### config.mk
export PLATFORM = sky130hd
export DESIGN_NAME = csc_coef_encoder
export DESIGN_NICKNAME = d
export VERILOG_FILES = /design/src/rtl/csc_enc_pkg.sv /design/src/rtl/csc_clamp_abs.sv /design/src/rtl/csc_band_sel.sv /design/src/rtl/csc_mant_round.sv /design/src/rtl/csc_coef_encoder.sv
export SDC_FILE = /design/constraint.sdc
export NUM_CORES = 1
export LEC_CHECK = 0
export CAP_MARGIN = 20
export CORE_MARGIN = 2
export CORE_UTILIZATION = 53
export CTS_BUF_LIST = sky130_fd_sc_hd__clkbuf_8
export CTS_CLUSTER_SIZE = 30
export DETAILED_ROUTE_END_ITERATION = 10
export PLACE_DENSITY_LB_ADDON = 0.15
export SLEW_MARGIN = 20
export SYNTH_ARGS = -nofsm -noshare
export SYNTH_HDL_FRONTEND = slang
export SYNTH_SLANG_ARGS = --single-unit
### constraint.sdc
create_clock -name clk -period 21.1 [get_ports clk]
set_input_delay 2.11 -clock clk [delete_from_list [all_inputs] [get_ports clk]]
set_output_delay 2.11 -clock clk [all_outputs]
set_load 0.005 [all_outputs]
### src/rtl/csc_enc_pkg.sv
// Package: shared constants and band helpers for the coefficient encoder.
// Assumes the magnitude bands are fixed powers of two around unity.
package csc_enc_pkg;

    localparam int EXP_W   = 3;
    localparam int NBANDS  = 6;
    localparam int BAND_W  = $clog2(NBANDS);

    // Exponent code of band b (0 = smallest magnitude band).
    function automatic logic [EXP_W-1:0] band_exp(input int b);
        int code;
        code = (b < 4) ? (3 - b) : (11 - b);
        return EXP_W'(code);
    endfunction

    // Mantissa LSB position of band b for a value with frac_w fraction bits.
    function automatic int band_lsb(input int frac_w, input int b);
        return frac_w - 13 + b;
    endfunction

endpackage

### src/rtl/csc_clamp_abs.sv
// Module: csc_clamp_abs
// Limits a signed fixed-point coefficient to [-4.0, 4.0 - 1/128] and
// splits it into a sign flag and an unsigned magnitude.
// Assumes FRAC_W >= 13 and COEF_W > FRAC_W + 3.
module csc_clamp_abs #(
    parameter int COEF_W = 64,
    parameter int FRAC_W = 32,
    parameter int MAG_W  = FRAC_W + 3
) (
    input  logic signed [COEF_W-1:0] coef,
    output logic                     neg,
    output logic [MAG_W-1:0]         mag
);
    localparam logic signed [COEF_W-1:0] FOUR =
        $signed(COEF_W'(1) << (FRAC_W + 2));
    localparam logic signed [COEF_W-1:0] STEP =
        $signed(COEF_W'(1) << (FRAC_W - 7));
    localparam logic signed [COEF_W-1:0] HI = FOUR - STEP;
    localparam logic signed [COEF_W-1:0] LO = -FOUR;

    logic signed [COEF_W-1:0] clamped;
    logic signed [COEF_W-1:0] absval;

    // Saturate the input into the legal range.
    always_comb begin
        if (coef > HI)
            clamped = HI;
        else if (coef < LO)
            clamped = LO;
        else
            clamped = coef;
    end

    // Take sign and magnitude of the clamped value.
    always_comb begin
        neg    = clamped[COEF_W-1];
        absval = neg ? -clamped : clamped;
        mag    = absval[MAG_W-1:0];
    end

endmodule

### src/rtl/csc_band_sel.sv
// Module: csc_band_sel
// Sorts a magnitude into one of NBANDS power-of-two bands. Band 0 is below
// 0.125. Each higher band starts at twice the previous edge. An exact
// edge value falls in the upper band.
module csc_band_sel
    import csc_enc_pkg::*;
#(
    parameter int FRAC_W = 32,
    parameter int MAG_W  = FRAC_W + 3
) (
    input  logic [MAG_W-1:0]  mag,
    output logic [BAND_W-1:0] band
);
    logic [NBANDS-1:1] at_or_above;

    // One comparator per band edge.
    for (genvar e = 1; e < NBANDS; e++) begin : g_edge
        localparam logic [MAG_W-1:0] EDGE = MAG_W'(1) << (FRAC_W - 4 + e);
        assign at_or_above[e] = (mag >= EDGE);
    end

    // Band index is the number of edges passed (a thermometer count).
    always_comb begin
        band = '0;
        for (int e = 1; e < NBANDS; e++)
            band = band + BAND_W'(at_or_above[e]);
    end

endmodule

### src/rtl/csc_mant_round.sv
// Module: csc_mant_round
// Picks the band's 9-bit mantissa window out of the magnitude, adds the
// bit below the window as rounding and saturates on overflow.
// Assumes band < NBANDS.
module csc_mant_round
    import csc_enc_pkg::*;
#(
    parameter int FRAC_W = 32,
    parameter int MAG_W  = FRAC_W + 3,
    parameter int MANT_W = 9
) (
    input  logic [MAG_W-1:0]  mag,
    input  logic [BAND_W-1:0] band,
    output logic [MANT_W-1:0] mant
);
    logic [MANT_W-1:0] window [NBANDS];
    logic              half   [NBANDS];
    logic [MANT_W-1:0] win_sel;
    logic              half_sel;
    logic [MANT_W:0]   sum;

    // Window and round bit per band.
    for (genvar b = 0; b < NBANDS; b++) begin : g_band
        localparam int LSB = band_lsb(FRAC_W, b);
        assign window[b] = mag[LSB +: MANT_W];
        assign half[b]   = mag[LSB-1];
    end

    // Select the active band's window.
    always_comb begin
        win_sel  = '0;
        half_sel = 1'b0;
        for (int b = 0; b < NBANDS; b++) begin
            if (band == BAND_W'(b)) begin
                win_sel  = window[b];
                half_sel = half[b];
            end
        end
    end

    // Round half up and clip the carry.
    always_comb begin
        sum  = {1'b0, win_sel} + (MANT_W+1)'(half_sel);
        mant = sum[MANT_W] ? {MANT_W{1'b1}} : sum[MANT_W-1:0];
    end

endmodule

### src/rtl/csc_coef_encoder.sv
// Module: csc_coef_encoder (top)
// Encodes one fixed-point matrix coefficient per handshake into a 16-bit
// sign / exponent / mantissa code, with one registered output stage.
// Assumes a synchronous active-low reset, and an output word that is exactly
// 1 + EXP_W + MANT_W + 3 bits wide.
module csc_coef_encoder
    import csc_enc_pkg::*;
#(
    parameter int COEF_W = 64,
    parameter int FRAC_W = 32,
    parameter int MANT_W = 9,
    parameter int CODE_W = 16
) (
    input  logic              clk,
    input  logic              rst_n,
    input  logic              in_valid,
    output logic              in_ready,
    input  logic [COEF_W-1:0] in_coef,
    output logic              out_valid,
    input  logic              out_ready,
    output logic [CODE_W-1:0] out_code
);
    localparam int MAG_W  = FRAC_W + 3;
    localparam int PAD_W  = CODE_W - 1 - EXP_W - MANT_W;

    logic              neg;
    logic [MAG_W-1:0]  mag;
    logic [BAND_W-1:0] band;
    logic [MANT_W-1:0] mant;
    logic [EXP_W-1:0]  exp_code;
    logic [CODE_W-1:0] code_next;
    logic              take;

    csc_clamp_abs #(.COEF_W(COEF_W), .FRAC_W(FRAC_W), .MAG_W(MAG_W)) u_clamp (
        .coef (in_coef),
        .neg  (neg),
        .mag  (mag)
    );

    csc_band_sel #(.FRAC_W(FRAC_W), .MAG_W(MAG_W)) u_band (
        .mag  (mag),
        .band (band)
    );

    csc_mant_round #(.FRAC_W(FRAC_W), .MAG_W(MAG_W), .MANT_W(MANT_W)) u_mant (
        .mag  (mag),
        .band (band),
        .mant (mant)
    );

    // Map band index to its exponent code.
    always_comb begin
        exp_code = '0;
        for (int b = 0; b < NBANDS; b++)
            if (band == BAND_W'(b))
                exp_code = band_exp(b);
    end

    // Pack fields into the output word.
    always_comb begin
        code_next = {neg, exp_code, mant, {PAD_W{1'b0}}};
    end

    // Handshake: accept when the output stage is empty or draining.
    always_comb begin
        in_ready = !out_valid || out_ready;
        take     = in_valid && in_ready;
    end

    // Output register stage.
    always_ff @(posedge clk) begin
        if (!rst_n) begin
            out_valid <= 1'b0;
            out_code  <= '0;
        end else if (take) begin
            out_valid <= 1'b1;
            out_code  <= code_next;
        end else if (out_ready) begin
            out_valid <= 1'b0;
        end
    end

endmodule

### Yosys cells after proc, flatten, opt, wreduce, memory -nomap -nowiden

Index checks and enable logic that the tools add are counted.

| storage, ports and cells | value |
|---|---|
| flip-flop bits (word level) | 14 |
| output and inout bits | 18 |
| bits of input ports | 68 |
| word-level logic and storage cells | 49 |
| memory bits (writable) | 0 |
| latch bits | 0 |
| memories | 0 |
| bits in read-only memories | 0 |

| cells by class | value |
|---|---|
| magnitude comparators | 7 |
| reductions and logical operators | 5 |
| multiplexer cells | 24 |
| div/mod/pow operators | 0 |
| bitwise gates (word level) | 0 |
| $add $sub $neg | 6 |
| equal/unequal tests | 5 |
| shifts and indexed selects | 0 |
| $mul | 0 |

Operator list:

| cell | number |
|---|---|
| $mux 64 | 2 |
| $gt 64x35->1 const B | 1 |
| $lt 64x35->1 const B | 1 |
| $mux 9 | 7 |
| $ge 35x30->1 const B | 1 |
| $ge 35x31->1 const B | 1 |
| $ge 35x32->1 const B | 1 |
| $ge 35x33->1 const B | 1 |
| $ge 35x34->1 const B | 1 |
| $mux 35 | 1 |
| $neg 35->35 | 1 |
| $mux 3 | 5 |
| $add 9x1->10 | 1 |
| $add 3x1->3 | 3 |
| $mux 1 | 8 |
| $eq 3x2->1 const B | 2 |
| $eq 3x3->1 const B | 2 |
| $eq 3x1->1 const B | 1 |
| $logic_not 3->1 | 1 |
| $add 1x1->2 | 1 |
| $mux 2 | 1 |
| $reduce_bool 2->1 | 1 |
| $logic_and 1x1->1 | 1 |
| $logic_not 1->1 | 1 |
| $logic_or 1x1->1 | 1 |

### Depth between registers and ports, before layout

| depth | value |
|---|---|
| word-level depth | 19 |
| gate-level depth with buffers | 33 |
| gate-level depth less buffers | 32 |

### Cells and area by module

Synthesis repeated with hierarchy kept, for this count alone.

| second synthesis, totals | value |
|---|---|
| cell total of the unflattened synthesis | 396 |
| area total of the unflattened synthesis | 2854.0 µm² |

Modules (own cells, without submodules):

| module | sequential area each (µm²) | area each (µm²) | cells an instance | instances |
|---|---|---|---|---|
| csc_clamp_abs | 0.0 | 1472.7 | 236 | 1 |
| csc_mant_round | 0.0 | 704.4 | 85 | 1 |
| csc_coef_encoder | 280.3 | 586.8 | 67 | 1 |
| csc_band_sel | 0.0 | 90.1 | 8 | 1 |

### Worst setup path before layout

OpenSTA, ideal clock, no wires.

| path | value |
|---|---|
| kind | input port to flip-flop |
| from | in in_coef[5] |
| to | reg out_code[3] |
| required time | 21.041 ns |
| buffers on the path | 3 |
| setup time | 0.059 ns |
| cell stages on the path | 30 |
| setup slack | 11.660 ns |
| arrival | 9.381 ns |
| path through | or4_1 -> nor4_1 -> buf_4 -> a21oi_2 -> nor3_1 -> nand2_1 -> ha_1 -> o21ai_0 -> a21oi_1 -> a21oi_1 -> a21oi_1 -> mux2_2 -> nand3_1 -> or3_1 -> or2_2 -> ha_1 -> fa_1 -> ha_1 -> inv_1 -> fa_1 -> clkbuf_1 -> buf_1 -> a311oi_1 -> a21oi_1 -> a32o_1 -> ha_1 -> o221ai_2 -> or4_4 -> o21ai_4 -> o221a_2 |

| between the ends | value |
|---|---|
| cells in the longest elaborated chain, start to end | 19 |
| elaborated cells between the ends (all ways) | 35 |
| classes of those cells | 6 x add/sub; 7 x order compare; 5 x eq/ne; 16 x mux; 1 x reduce/logical |

Ends and longest elaborated chain:

| item | line | text |
|---|---|---|
| start, declared | csc_coef_encoder.sv:18 | `input logic [COEF_W-1:0] in_coef,` |
| $lt 64x35->1 | csc_clamp_abs.sv:28 | `else if (coef < LO)` |
| $mux 64 | csc_clamp_abs.sv:28 |  |
| $mux 64 (*) | csc_clamp_abs.sv:26 | `if (coef > HI)` |
| $neg 35->35 | csc_clamp_abs.sv:37 | `absval = neg ? -clamped : clamped;` |
| $mux 35 (*) | csc_clamp_abs.sv:37 |  |
| $ge 35x30->1 / $ge 35x31->1 (equally long branches) | csc_band_sel.sv:19 | `assign at_or_above[e] = (mag >= EDGE);` |
| $add 1x1->2 | csc_band_sel.sv:26 | `band = band + BAND_W'(at_or_above[e]);` |
| $add 3x1->3 (3 in series) | csc_band_sel.sv:26 |  |
| $logic_not 3->1 | csc_mant_round.sv:34 | `if (band == BAND_W'(b)) begin` |
| $mux 9 / $mux 1 (equally long branches) (6 in series) | csc_mant_round.sv:34 |  |
| $add 9x1->10 (*) | csc_mant_round.sv:43 | `sum = {1'b0, win_sel} + (MANT_W+1)'(half_sel);` |
| $mux 9 (*) | csc_mant_round.sv:44 | `mant = sum[MANT_W] ? {MANT_W{1'b1}} : sum[MANT_W-1:0];` |
| end signal, assigned | csc_coef_encoder.sv:77 | `out_code <= code_next;` |
| end, declared | csc_coef_encoder.sv:21 | `output logic [CODE_W-1:0] out_code` |

Mark *: on every way between the ends. The rest lies on a longest branch, timed or not.
A chain may end at the register's enable or synchronous reset.

### Worst setup path after layout

| path | value |
|---|---|
| from | in in_coef[34] |
| to | reg out_code[11] |

Same word-level chain as after synthesis.

==> impl_metrics.ini <==
[outcome]
outcome = complete, no violations

[layout]
area_growth_pct = 30.78
postLayoutCoreUtil_pct = 71.88
final_nets = 558
fin_cells = 549
drive_above_1_share_pct = 7.307
antenna_cells = 0

[power]
power_leakage_nw = 1.263
vdd_drop_max_uv = 46.72
power_frac_seq_pct = 18.8
p_sw_share_pct = 45.73
power.switching_mw = 0.07539
power.density_nw_per_um2 = 44.62
p_total_mw = 0.1648
clockPowerShare_pct = 13.1
power.internal_mw = 0.08945
combPwrFrac_pct = 68.0

[worst_setup_path]
critPathKind = input pin to flop
required_ps = 21250
cp_slowest_stage_delay_ps = 1100
crit_path_max_fanout = 26
crit_path_end_kind = flop
startpoint_type = input pin
worstPathArrival_ps = 11400
rrSetupSlack_ps = 19310
cp_top_family = simple AND/OR/NAND/NOR gates
critPathBufInv = 3
worst_path_most_repeated_cell = ha_1
slowest_stage = fa_1

[placed_design]
place.gp.congestion = 0.9656
dp_cells = 546
io_buffers = 82
dp_hpwl_um = 7683

[clock_tree]
clkTransAtPathRegs_ps = 60
postCtsHoldBufs = 0
numCtsBuffers = 3
cts_root_buf = clkbuf_8
post_cts_buffers = 0
htree_levels = 1
cts_sinks = 14
cts.path.max_buffers = 2
cts_resized = 0
cts_tree = done
clkLatencyLatePin_ps = 240

[timing]
fin_crit_sh_pct = 53.36
tns_ps = 0
finClkSkew_ps = 3.224
tightest_slew_ps = 934.2
timing.fmax_ghz = 0.08882
slew_headroom_pct = 37.65
finalMaxSlewViolations = 0
setup_viol = 0
rsz0062_at_grt = no
post-route-min-period_ps = 11260
finalHoldViolCount = 0

[routing]
wirelength_um = 10080
route.detailed.drc = 0
met3WireLength_um = 916
dr.max_layer_used = met4
drt_iter0_drc = 466
met2_wirelength_um = 4703
drt-met1-wl_um = 4257
firstDrtPassIters = 6
num_vias = 3807
viasPerCell = 6.934
wl_per_cell_um = 18.36
postRouteAntennaNets = 0

[synthesis]
synth_edf_count = 0
synth_async_sr_flop_share_pct = 0
synth.avg_cell_area_sq_um = 6.808
yosysTopAreaCell = dfxtp_1
synthFlopType = dfxtp_1
synth.distinct_cells = 76
synthesis.area_sq_um = 2825
syn_inst = 415
yosysSeqAreaShare_pct = 9.920
ys_seq_elements = 14
yosys.area.top_type_share_pct = 9.920
yosysWarnings = 0
synthTopCellsByArea = dfxtp_1, nand2_1, nor2_1
yosysMostFrequentCell = nand2_1
yosys-top-cells-count = nand2_1, nor2_1, nor3_1

[global_route]
grt_max_degree = 28
grt_pass1_vias = 3493
antenna_found_initial = 0
grt_pass1_wl_um = 17040
gr-total-overflow = 0
grtUsageTotal_pct = 34.02

[floorplan]
initial_utilization_pct = 54.97
dieWidth_um = 77.01
dieArea_sq_um = 5931
die_h_um = 77.01
std_cell_rows = 26
io_pins = 86
fp.coreArea_sq_um = 5140

[flow_run]
maxCapViolCount = 0

[min_path]
hold_path_class = flop to flop
-- kinds of logic after synthesis --
| family | share of synthesized area [%] |
|---|---|
| other cells | 0.1327 |
| mux | 2.214 |
| xor+xnor | 3.100 |
| simple gates | 37.07 |
| buf+inv | 5.890 |
| fa+ha+maj | 4.517 |
| flops | 9.920 |
| compound gates | 37.16 |
-- registers in the layout (all words and copies together) (netlist names) --
register / count
out_code: 13
out_valid: 1
-- layout by cell type (no fill, tap or decap), drive strengths merged, types with 7 or more instances in the layout --
cell type      instances
a211oi                12
a21oi                 24
clkdlybuf4s50         82
dfxtp                 14
ha                     7
inv                   12
nand2                 40
nand3                 14
nand4                 12
nor2                  36
nor3                  26
nor4                  20
o21ai                 24
or2                    7
or4                    8
-- metal layers --
| layer | track usage (%) | vias to the layer above |
|---|---|---|
| li1 | - | 1771 |
| met1 | 46.97 | 1743 |
| met2 | 57.28 | 263 |
| met3 | 3.294 | 30 |
| met4 | 7.857 | 0 |
| met5 | 0 | - |
-- tightest hold or removal path: cells and delay by family, from the launching register on --
| family | cells | cell delay (ps) |
|---|---|---|
| flops | 1 | 300 |
| compound gates | 1 | 70 |
| simple gates | 1 | 50 |
-- final timing paths --
check | depth (start not counted) | end | from
setup reg to reg | 4 | out_code[11]$_SDFFE_PN0P_ | out_valid$_SDFFE_PN0P_
hold / removal | 2 | out_code[14]$_SDFFE_PN0P_ | out_code[14]$_SDFFE_PN0P_
setup / recovery | 31 | out_code[11]$_SDFFE_PN0P_ | in_coef[34]
hold reg to reg | 2 | out_code[14]$_SDFFE_PN0P_ | out_code[14]$_SDFFE_PN0P_
-- final cells by class --
type / count / area (sq um)
sequential: 14 / 280.3
fill: 458 / 1445
multi-input combinational: 363 / 2386
tap: 70 / 87.58
clock buffer: 3 / 41.29
timing repair buffer: 86 / 850.8
inverter: 13 / 48.80
-- through the flow --
stage          hold WS, ps  setup WS (ps)  area (sq um)
6_report             470.5           9842          3695
5_1_grt              504.4           9026          3695
4_1_cts              467.4          10030          3695
3_5_place_dp         459.9           9867          3654
3_3_place_gp         458.4          10260          3654
2_1_floorplan        460.0          11660          2833
-- power groups by stage --
stage	sequential, mW	combinational, mW	clock (mW)
final	0.0311	0.112	0.0216
after global routing	0.0315	0.122	0.0230
after CTS	0.0311	0.109	0.0223
after detailed placement	0.0316	0.108	0
after global placement	0.0315	0.106	0
after floorplan	0.0318	0.0706	0
(Power assumes the default switching activity.)
